==> config.mk <==
export PLATFORM = sky130hd
export DESIGN_NAME = bf_unit
export DESIGN_NICKNAME = d
export VERILOG_FILES = /design/src/rtl/bf_pkg.sv /design/src/rtl/bf_lowmask.sv /design/src/rtl/bf_barrel.sv /design/src/rtl/bf_unit.sv
export SDC_FILE = /design/constraint.sdc
export NUM_CORES = 1
export LEC_CHECK = 0
export ABC_AREA = 1
export BUFFER_PORTS_ARGS = -buffer_cell sky130_fd_sc_hd__clkbuf_2
export CAP_MARGIN = 20
export CELL_PAD_IN_SITES_DETAIL_PLACEMENT = 2
export CELL_PAD_IN_SITES_GLOBAL_PLACEMENT = 2
export CORE_MARGIN = 2
export CORE_UTILIZATION = 30
export CTS_BUF_LIST = sky130_fd_sc_hd__clkbuf_8
export DETAILED_ROUTE_END_ITERATION = 10
export PLACE_DENSITY_LB_ADDON = 0.12
export SKIP_CTS_REPAIR_TIMING = 1
export SYNTH_ARGS = -nofsm -noshare
export SYNTH_HDL_FRONTEND = slang
export SYNTH_SLANG_ARGS = --single-unit
==> constraint.sdc <==
create_clock -name clk -period 0.8 [get_ports clk]
set_input_delay 0.16 -clock clk [delete_from_list [all_inputs] [get_ports clk]]
set_output_delay 0.16 -clock clk [all_outputs]
set_load 0.02 [all_outputs]
==> src/rtl/bf_pkg.sv <==
package bf_pkg;
  localparam logic [2:0] OP_EXTU = 3'd0;
  localparam logic [2:0] OP_EXTS = 3'd1;
  localparam logic [2:0] OP_DEPM = 3'd2;
  localparam logic [2:0] OP_DEPZ = 3'd3;
  localparam logic [2:0] OP_DEPI = 3'd4;
  localparam logic [2:0] OP_DESC = 3'd5;
endpackage

==> src/rtl/bf_lowmask.sv <==
// Thermometer mask: bit i set when i < len. Lengths >= W give all ones.
module bf_lowmask #(
  parameter int W  = 32,
  parameter int LW = 6
) (
  input  logic [LW-1:0] len,
  output logic [W-1:0]  mask
);
  for (genvar i = 0; i < W; i++) begin : g_bit
    assign mask[i] = (len > LW'(i));
  end
endmodule

==> src/rtl/bf_barrel.sv <==
// Logarithmic shifter, one stage per amount bit; LEFT picks the direction.
module bf_barrel #(
  parameter int W    = 32,
  parameter int SW   = 5,
  parameter bit LEFT = 1'b0
) (
  input  logic [W-1:0]  din,
  input  logic [SW-1:0] amt,
  output logic [W-1:0]  dout
);
  logic [W-1:0] stg [SW+1];
  assign stg[0] = din;
  for (genvar s = 0; s < SW; s++) begin : g_stage
    localparam int SH = 1 << s;
    if (LEFT) begin : g_l
      assign stg[s+1] = amt[s] ? (stg[s] << SH) : stg[s];
    end else begin : g_r
      assign stg[s+1] = amt[s] ? (stg[s] >> SH) : stg[s];
    end
  end
  assign dout = stg[SW];
endmodule

==> src/rtl/bf_unit.sv <==
module bf_unit
  import bf_pkg::*;
#(
  parameter int DATA_W = 32,
  parameter int IMM_W  = 5,
  parameter int DIDX_W = 6,
  localparam int POS_W = $clog2(DATA_W),
  localparam int LEN_W = POS_W + 1
) (
  input  logic              clk,
  input  logic              rst_n,
  input  logic              in_valid,
  input  logic [2:0]        op,
  input  logic [DATA_W-1:0] opa,
  input  logic [DATA_W-1:0] opb,
  input  logic              use_sar,
  input  logic [POS_W-1:0]  sar,
  input  logic [POS_W-1:0]  imm_pos,
  input  logic [LEN_W-1:0]  fld_len,
  input  logic [IMM_W-1:0]  imm_val,
  output logic              res_valid,
  output logic [DATA_W-1:0] res_data
);
  localparam logic [DIDX_W-1:0] TOP_IDX  = DIDX_W'(DATA_W - 1);
  localparam logic [DIDX_W-1:0] WIDTH_IX = DIDX_W'(DATA_W);
  localparam logic [LEN_W-1:0]  FULL_LEN = LEN_W'(DATA_W);

  // ---------------- bound selection ----------------
  logic [POS_W-1:0]  pos_sel, ext_pos;
  logic [DIDX_W-1:0] desc_hi, desc_lo, hi_clip, desc_span;
  logic              desc_empty, is_desc;
  logic [LEN_W-1:0]  room, ext_len;

  assign is_desc    = (op == OP_DESC);
  assign pos_sel    = use_sar ? sar : imm_pos;
  assign desc_hi    = opb[2*DIDX_W-1:DIDX_W];
  assign desc_lo    = opb[DIDX_W-1:0];
  assign desc_empty = (desc_lo > desc_hi) || (desc_lo >= WIDTH_IX);
  assign hi_clip    = (desc_hi > TOP_IDX) ? TOP_IDX : desc_hi;
  assign desc_span  = hi_clip - desc_lo + DIDX_W'(1);
  assign ext_pos    = is_desc ? desc_lo[POS_W-1:0] : pos_sel;
  assign room       = FULL_LEN - LEN_W'(ext_pos);

  always_comb begin
    if (is_desc)
      ext_len = desc_empty ? '0 : LEN_W'(desc_span);
    else
      ext_len = (fld_len < room) ? fld_len : room;
  end

  // ---------------- extract path ----------------
  logic [DATA_W-1:0] ext_sh, ext_mask, ext_field, ext_res;
  logic              ext_sign;

  bf_barrel #(.W(DATA_W), .SW(POS_W), .LEFT(1'b0)) u_ext_shr (
    .din(opa), .amt(ext_pos), .dout(ext_sh)
  );
  bf_lowmask #(.W(DATA_W), .LW(LEN_W)) u_ext_mask (
    .len(ext_len), .mask(ext_mask)
  );

  assign ext_field = ext_sh & ext_mask;
  // top field bit: the only mask bit whose upper neighbour is clear
  assign ext_sign  = |(ext_sh & ext_mask & ~(ext_mask >> 1));
  assign ext_res   = ext_field |
                     (((op == OP_EXTS) && ext_sign) ? ~ext_mask : '0);

  // ---------------- deposit path ----------------
  logic [DATA_W-1:0] dep_src, dep_lmask, dep_mask, dep_sh, dep_base, dep_res;

  assign dep_src  = (op == OP_DEPI) ?
                    {{(DATA_W-IMM_W){imm_val[IMM_W-1]}}, imm_val} : opa;
  assign dep_base = (op == OP_DEPZ) ? '0 : opb;

  bf_lowmask #(.W(DATA_W), .LW(LEN_W)) u_dep_lmask (
    .len(fld_len), .mask(dep_lmask)
  );
  bf_barrel #(.W(DATA_W), .SW(POS_W), .LEFT(1'b1)) u_dep_mshl (
    .din(dep_lmask), .amt(pos_sel), .dout(dep_mask)
  );
  bf_barrel #(.W(DATA_W), .SW(POS_W), .LEFT(1'b1)) u_dep_dshl (
    .din(dep_src), .amt(pos_sel), .dout(dep_sh)
  );

  assign dep_res = (dep_base & ~dep_mask) | (dep_sh & dep_mask);

  // ---------------- result select ----------------
  logic [DATA_W-1:0] nxt_data;

  always_comb begin
    unique case (op)
      OP_EXTU, OP_EXTS:          nxt_data = ext_res;
      OP_DESC:                   nxt_data = ext_field;
      OP_DEPM, OP_DEPZ, OP_DEPI: nxt_data = dep_res;
      default:                   nxt_data = '0;
    endcase
  end

  // ---------------- output register ----------------
  always_ff @(posedge clk or negedge rst_n) begin
    if (!rst_n) begin
      res_valid <= 1'b0;
      res_data  <= '0;
    end else begin
      res_valid <= in_valid;
      if (in_valid) res_data <= nxt_data;
    end
  end
endmodule

==> impl_metrics.env, run 1 <==
export IMPL_rows=64
export IMPL_synth_compound_area_share_pct=24.97
export IMPL_netlist_area_leader_share_pct=28.31
export IMPL_die_y_um=181.4
export IMPL_synthSimpleGateAreaFrac_pct=48.26
export IMPL_synth_seq_cells=33
export IMPL_die_w_um=181.4
export IMPL_synth_ff_type="dfrtp_1"
export IMPL_port_buffers=124
export IMPL_synth_edf_count=0
export IMPL_synth_seq_area_share_pct=8.746
export IMPL_syn_nets=2000
export IMPL_syn_inst=1886
export IMPL_synth_mux_area_share_pct=2.544
export IMPL_synth_area_per_cell_sq_um=5.006
export IMPL_synth_cell_area_sq_um=9442
export IMPL_synth_top_family_by_area="simple AND/OR/NAND/NOR gates"
export IMPL_outcome="aborted with a tool error"
export IMPL_synth_most_common_cell="nand2_1"
export IMPL_hpwl_um=55190
export IMPL_initial_core_util_pct=30.62
export IMPL_async_flop_share_pct=100.0
export IMPL_ys_types=55
export IMPL_synth_top_cell_by_area="nand2_1"
export IMPL_io_pins=125
export IMPL_synth_area_leaders="nand2_1 (28%), o21ai_0 (14%), nand3_1 (9.6%), dfrtp_1 (8.7%), inv_1 (6.7%)"
export IMPL_firstError="[ERROR DPL-0033] detailed placement checks failed during check placement."
export IMPL_synth_fa_ha_area_share_pct=2.995
export IMPL_synth_xor_area_share_pct=0.3711
export IMPL_gp_congestion=0.9736
export IMPL_synth_common_cells="nand2_1 (712), o21ai_0 (271), nand3_1 (182), inv_1 (168), nor2_1 (119)"
export IMPL_lastStage="detailed placement (3_5_place_dp)"
export IMPL_yosysWarnings=0
-- logic make-up after synthesis --
group | after synthesis
and+or+nand+nor | 1091
AOI/OAI and AO/OA | 423
buffers and inverters | 289
DFF | 33
muxes | 24
adders and majority gates | 22
xor gates and xnor gates | 4
-- stage by stage --
step	hold WS, ns	setup slack [ns]	std cells
3_3_place_gp	0.1338	-3.786	2734
2_1_floorplan	-0.1356	-3.114	1886
==> inputs of run 2 (changes only) <==
--- a/config.mk
+++ b/config.mk
@@ -8,13 +8,10 @@
 export ABC_AREA = 1
 export BUFFER_PORTS_ARGS = -buffer_cell sky130_fd_sc_hd__clkbuf_2
 export CAP_MARGIN = 20
-export CELL_PAD_IN_SITES_DETAIL_PLACEMENT = 2
-export CELL_PAD_IN_SITES_GLOBAL_PLACEMENT = 2
 export CORE_MARGIN = 2
 export CORE_UTILIZATION = 30
-export CTS_BUF_LIST = sky130_fd_sc_hd__clkbuf_8
 export DETAILED_ROUTE_END_ITERATION = 10
-export PLACE_DENSITY_LB_ADDON = 0.12
+export PLACE_DENSITY_LB_ADDON = 0.15
 export SKIP_CTS_REPAIR_TIMING = 1
 export SYNTH_ARGS = -nofsm -noshare
 export SYNTH_HDL_FRONTEND = slang
==> run 2 against run 1 <==
Against the previous run:
- the flow now finishes, with violations (negative setup slack)
- synthesized area is the same
- synthesized cell count stayed put
==> impl_metrics.env, run 2 <==
export IMPL_final_setup_worst_slack_ns=-3.031
export IMPL_dieArea_sq_um=32910
export IMPL_start_kind="primary input"
export IMPL_h_tree_depth=2
export IMPL_route_detailed_drc=0
export IMPL_diodes=0
export IMPL_largest_registers="res_data (32), res_valid (1)"
export IMPL_clockRootBuffer="clkbuf_16"
export IMPL_syn_inst=1886
export IMPL_num_nets_final=2489
export IMPL_r2r_slack_ns=0.04
export IMPL_synth_ff_type="dfrtp_1"
export IMPL_synth_seq_area_share_pct=8.746
export IMPL_die_w_um=181.4
export IMPL_critPathRequiredTime_ns=1.02
export IMPL_grt_pass1_wl_um=78240
export IMPL_vias=14300
export IMPL_async_flop_share_pct=100.0
export IMPL_first_iter_violations=1132
export IMPL_hold_viol=0
export IMPL_yosysWarnings=0
export IMPL_cap_viol_max_count=0
export IMPL_synth_top_cell_by_area="nand2_1"
export IMPL_p_leak_nw=7.920
export IMPL_synth_common_cells="nand2_1 (712), o21ai_0 (271), nand3_1 (182), inv_1 (168), nor2_1 (119)"
export IMPL_die_y_um=181.4
export IMPL_core_area_sq_um=30830
export IMPL_vdd_drop_max_uv=856.9
export IMPL_tightest_slew_ns=0.6766
export IMPL_drt_wl_total_um=52590
export IMPL_overflow=0
export IMPL_synth_area_per_cell_sq_um=5.006
export IMPL_holdCritPathClass="primary input to flop"
export IMPL_slowest_delay_ns=0.31
export IMPL_tns_ns=-100.89
export IMPL_dp_cells=2730
export IMPL_crit_fanout=8
export IMPL_synth_seq_cells=33
export IMPL_syn_nets=2000
export IMPL_period_needed_ns=3.831
export IMPL_maxSlewHeadroom_pct=54.42
export IMPL_antenna_found_initial=2
export IMPL_cts_buffers=5
export IMPL_cts_clk_slew_worst_paths_ns=0.06
export IMPL_grt_use_total_pct=30.91
export IMPL_outcome="finished, violations left"
export IMPL_grt_max_degree=61
export IMPL_io_pins=125
export IMPL_antenna_left=0
export IMPL_p_per_area_nw_per_um2=1419
export IMPL_cp_slowest_cell="a211oi_4"
export IMPL_crit_type="primary input to flop"
export IMPL_grt_pass1_vias=13460
export IMPL_rsz0062_at_grt="true"
export IMPL_largest_reg_flops=32
export IMPL_layout_common_cells="nand2_1 (671), buf_4 (454), o21ai_0 (268), inv_1 (161), nand3_1 (161)"
export IMPL_whs_path_depth=2
export IMPL_initial_core_util_pct=30.62
export IMPL_vias_per_cell=5.158
export IMPL_setup_violations=65
export IMPL_first_pass_iters=7
export IMPL_drive_above_1_share_pct=31.69
export IMPL_synth_area_leaders="nand2_1 (28%), o21ai_0 (14%), nand3_1 (9.6%), dfrtp_1 (8.7%), inv_1 (6.7%)"
export IMPL_tritoncts="yes"
export IMPL_arrival_ns=4.05
export IMPL_cts_buffer_depth=2
export IMPL_netlist_area_leader_share_pct=28.31
export IMPL_synth_edf_count=0
export IMPL_syn2layout_area_growth_pct=56.20
export IMPL_ys_types=55
export IMPL_drv_slew=0
export IMPL_gp_congestion=0.9835
export IMPL_synth_most_common_cell="nand2_1"
export IMPL_hold_worst_slack_ns=0.1362
export IMPL_fin_worst_skew_ns=0
export IMPL_stdcell_count=2772
export IMPL_fin_crit_sh_pct=478.9
export IMPL_clk_latency_ns=0.29
export IMPL_synth_cell_area_sq_um=9442
export IMPL_end_kind="flop"
export IMPL_path_common_cell="nand2_1"
export IMPL_rows=64
export IMPL_max_freq_mhz=261.0
export IMPL_hpwl_um=43760
export IMPL_layout_commonest_cell="nand2_1"
export IMPL_reg2regPathDepth=3
export IMPL_violations="negative setup slack"
export IMPL_port_buffers=124
export IMPL_cts_sinks=33
export IMPL_fin_util_pct=47.84
export IMPL_top_register="res_data"
export IMPL_p_total_mw=20.93
export IMPL_wl_per_cell_um=18.97
## run 2: cell counts after synthesis
No cell type changed its count.
## run 2: cell type report
cell class,count,area (sq um)
Clock inverter,3,65.06
Timing Repair Buffer,592,4509
Inverter,179,689.4
Sequential cell,33,825.8
Clock buffer,5,125.1
Tap cell,396,495.5
Multi-Input combinational cell,1564,8038
Fill cell,3386,16080
## run 2: critical path, delay by kind of cell
kind            cells  cell delay [ns]
buf+inv             7             0.90
simple gates       24             2.46
fa+ha+maj           1             0.24
compound gates      1             0.31
## run 2: where the power goes
part	internal [mW]	switching (mW)
Combinational	6.85	9.35
Sequential	1.98	0.230
Clock	1.78	0.740
## run 2: cells by family after synthesis
logic type	Yosys count	share of synthesized area (%)
AO/OA/AOI/OAI	423	24.97
XOR/XNOR	4	0.3710
adder cells (fa/ha/maj)	22	2.995
buffers and inverters	289	12.11
flip-flops	33	8.746
multiplexers	24	2.544
AND/OR/NAND/NOR	1091	48.26
## run 2: path summary, 6_finish.rpt
path,from,endpoint
min in group asynchronous,rst_n,res_data[26]
max in group asynchronous,rst_n,res_data[13]
setup reg to reg,res_data[15],res_data[15]
hold / removal,in_valid,res_valid
setup / recovery,op[1],res_data[23]
hold reg to reg,res_data[18],res_data[18]
## run 2: metrics by stage
stage | worst slack, ns | instance area (sq um)
2_1_floorplan | -3.114 | 9590
3_3_place_gp | -3.594 | 13580
3_5_place_dp | -3.614 | 13580
4_1_cts | -3.344 | 13770
5_1_grt | -3.269 | 14750
6_report | -3.031 | 14750
## run 2: layer usage
layer | vias up | part of all wire (%) | wire length [um] | GRT usage [%]
met5 | - | 0.025 | 13 | 0
met4 | 2 | 4.7 | 2463 | 12.81
met3 | 97 | 4.5 | 2363 | 2.327
met2 | 436 | 47 | 24900 | 54.18
met1 | 6558 | 43 | 22850 | 39.13
li1 | 7205 | - | - | -
Power figures use the tool's default switching activity.
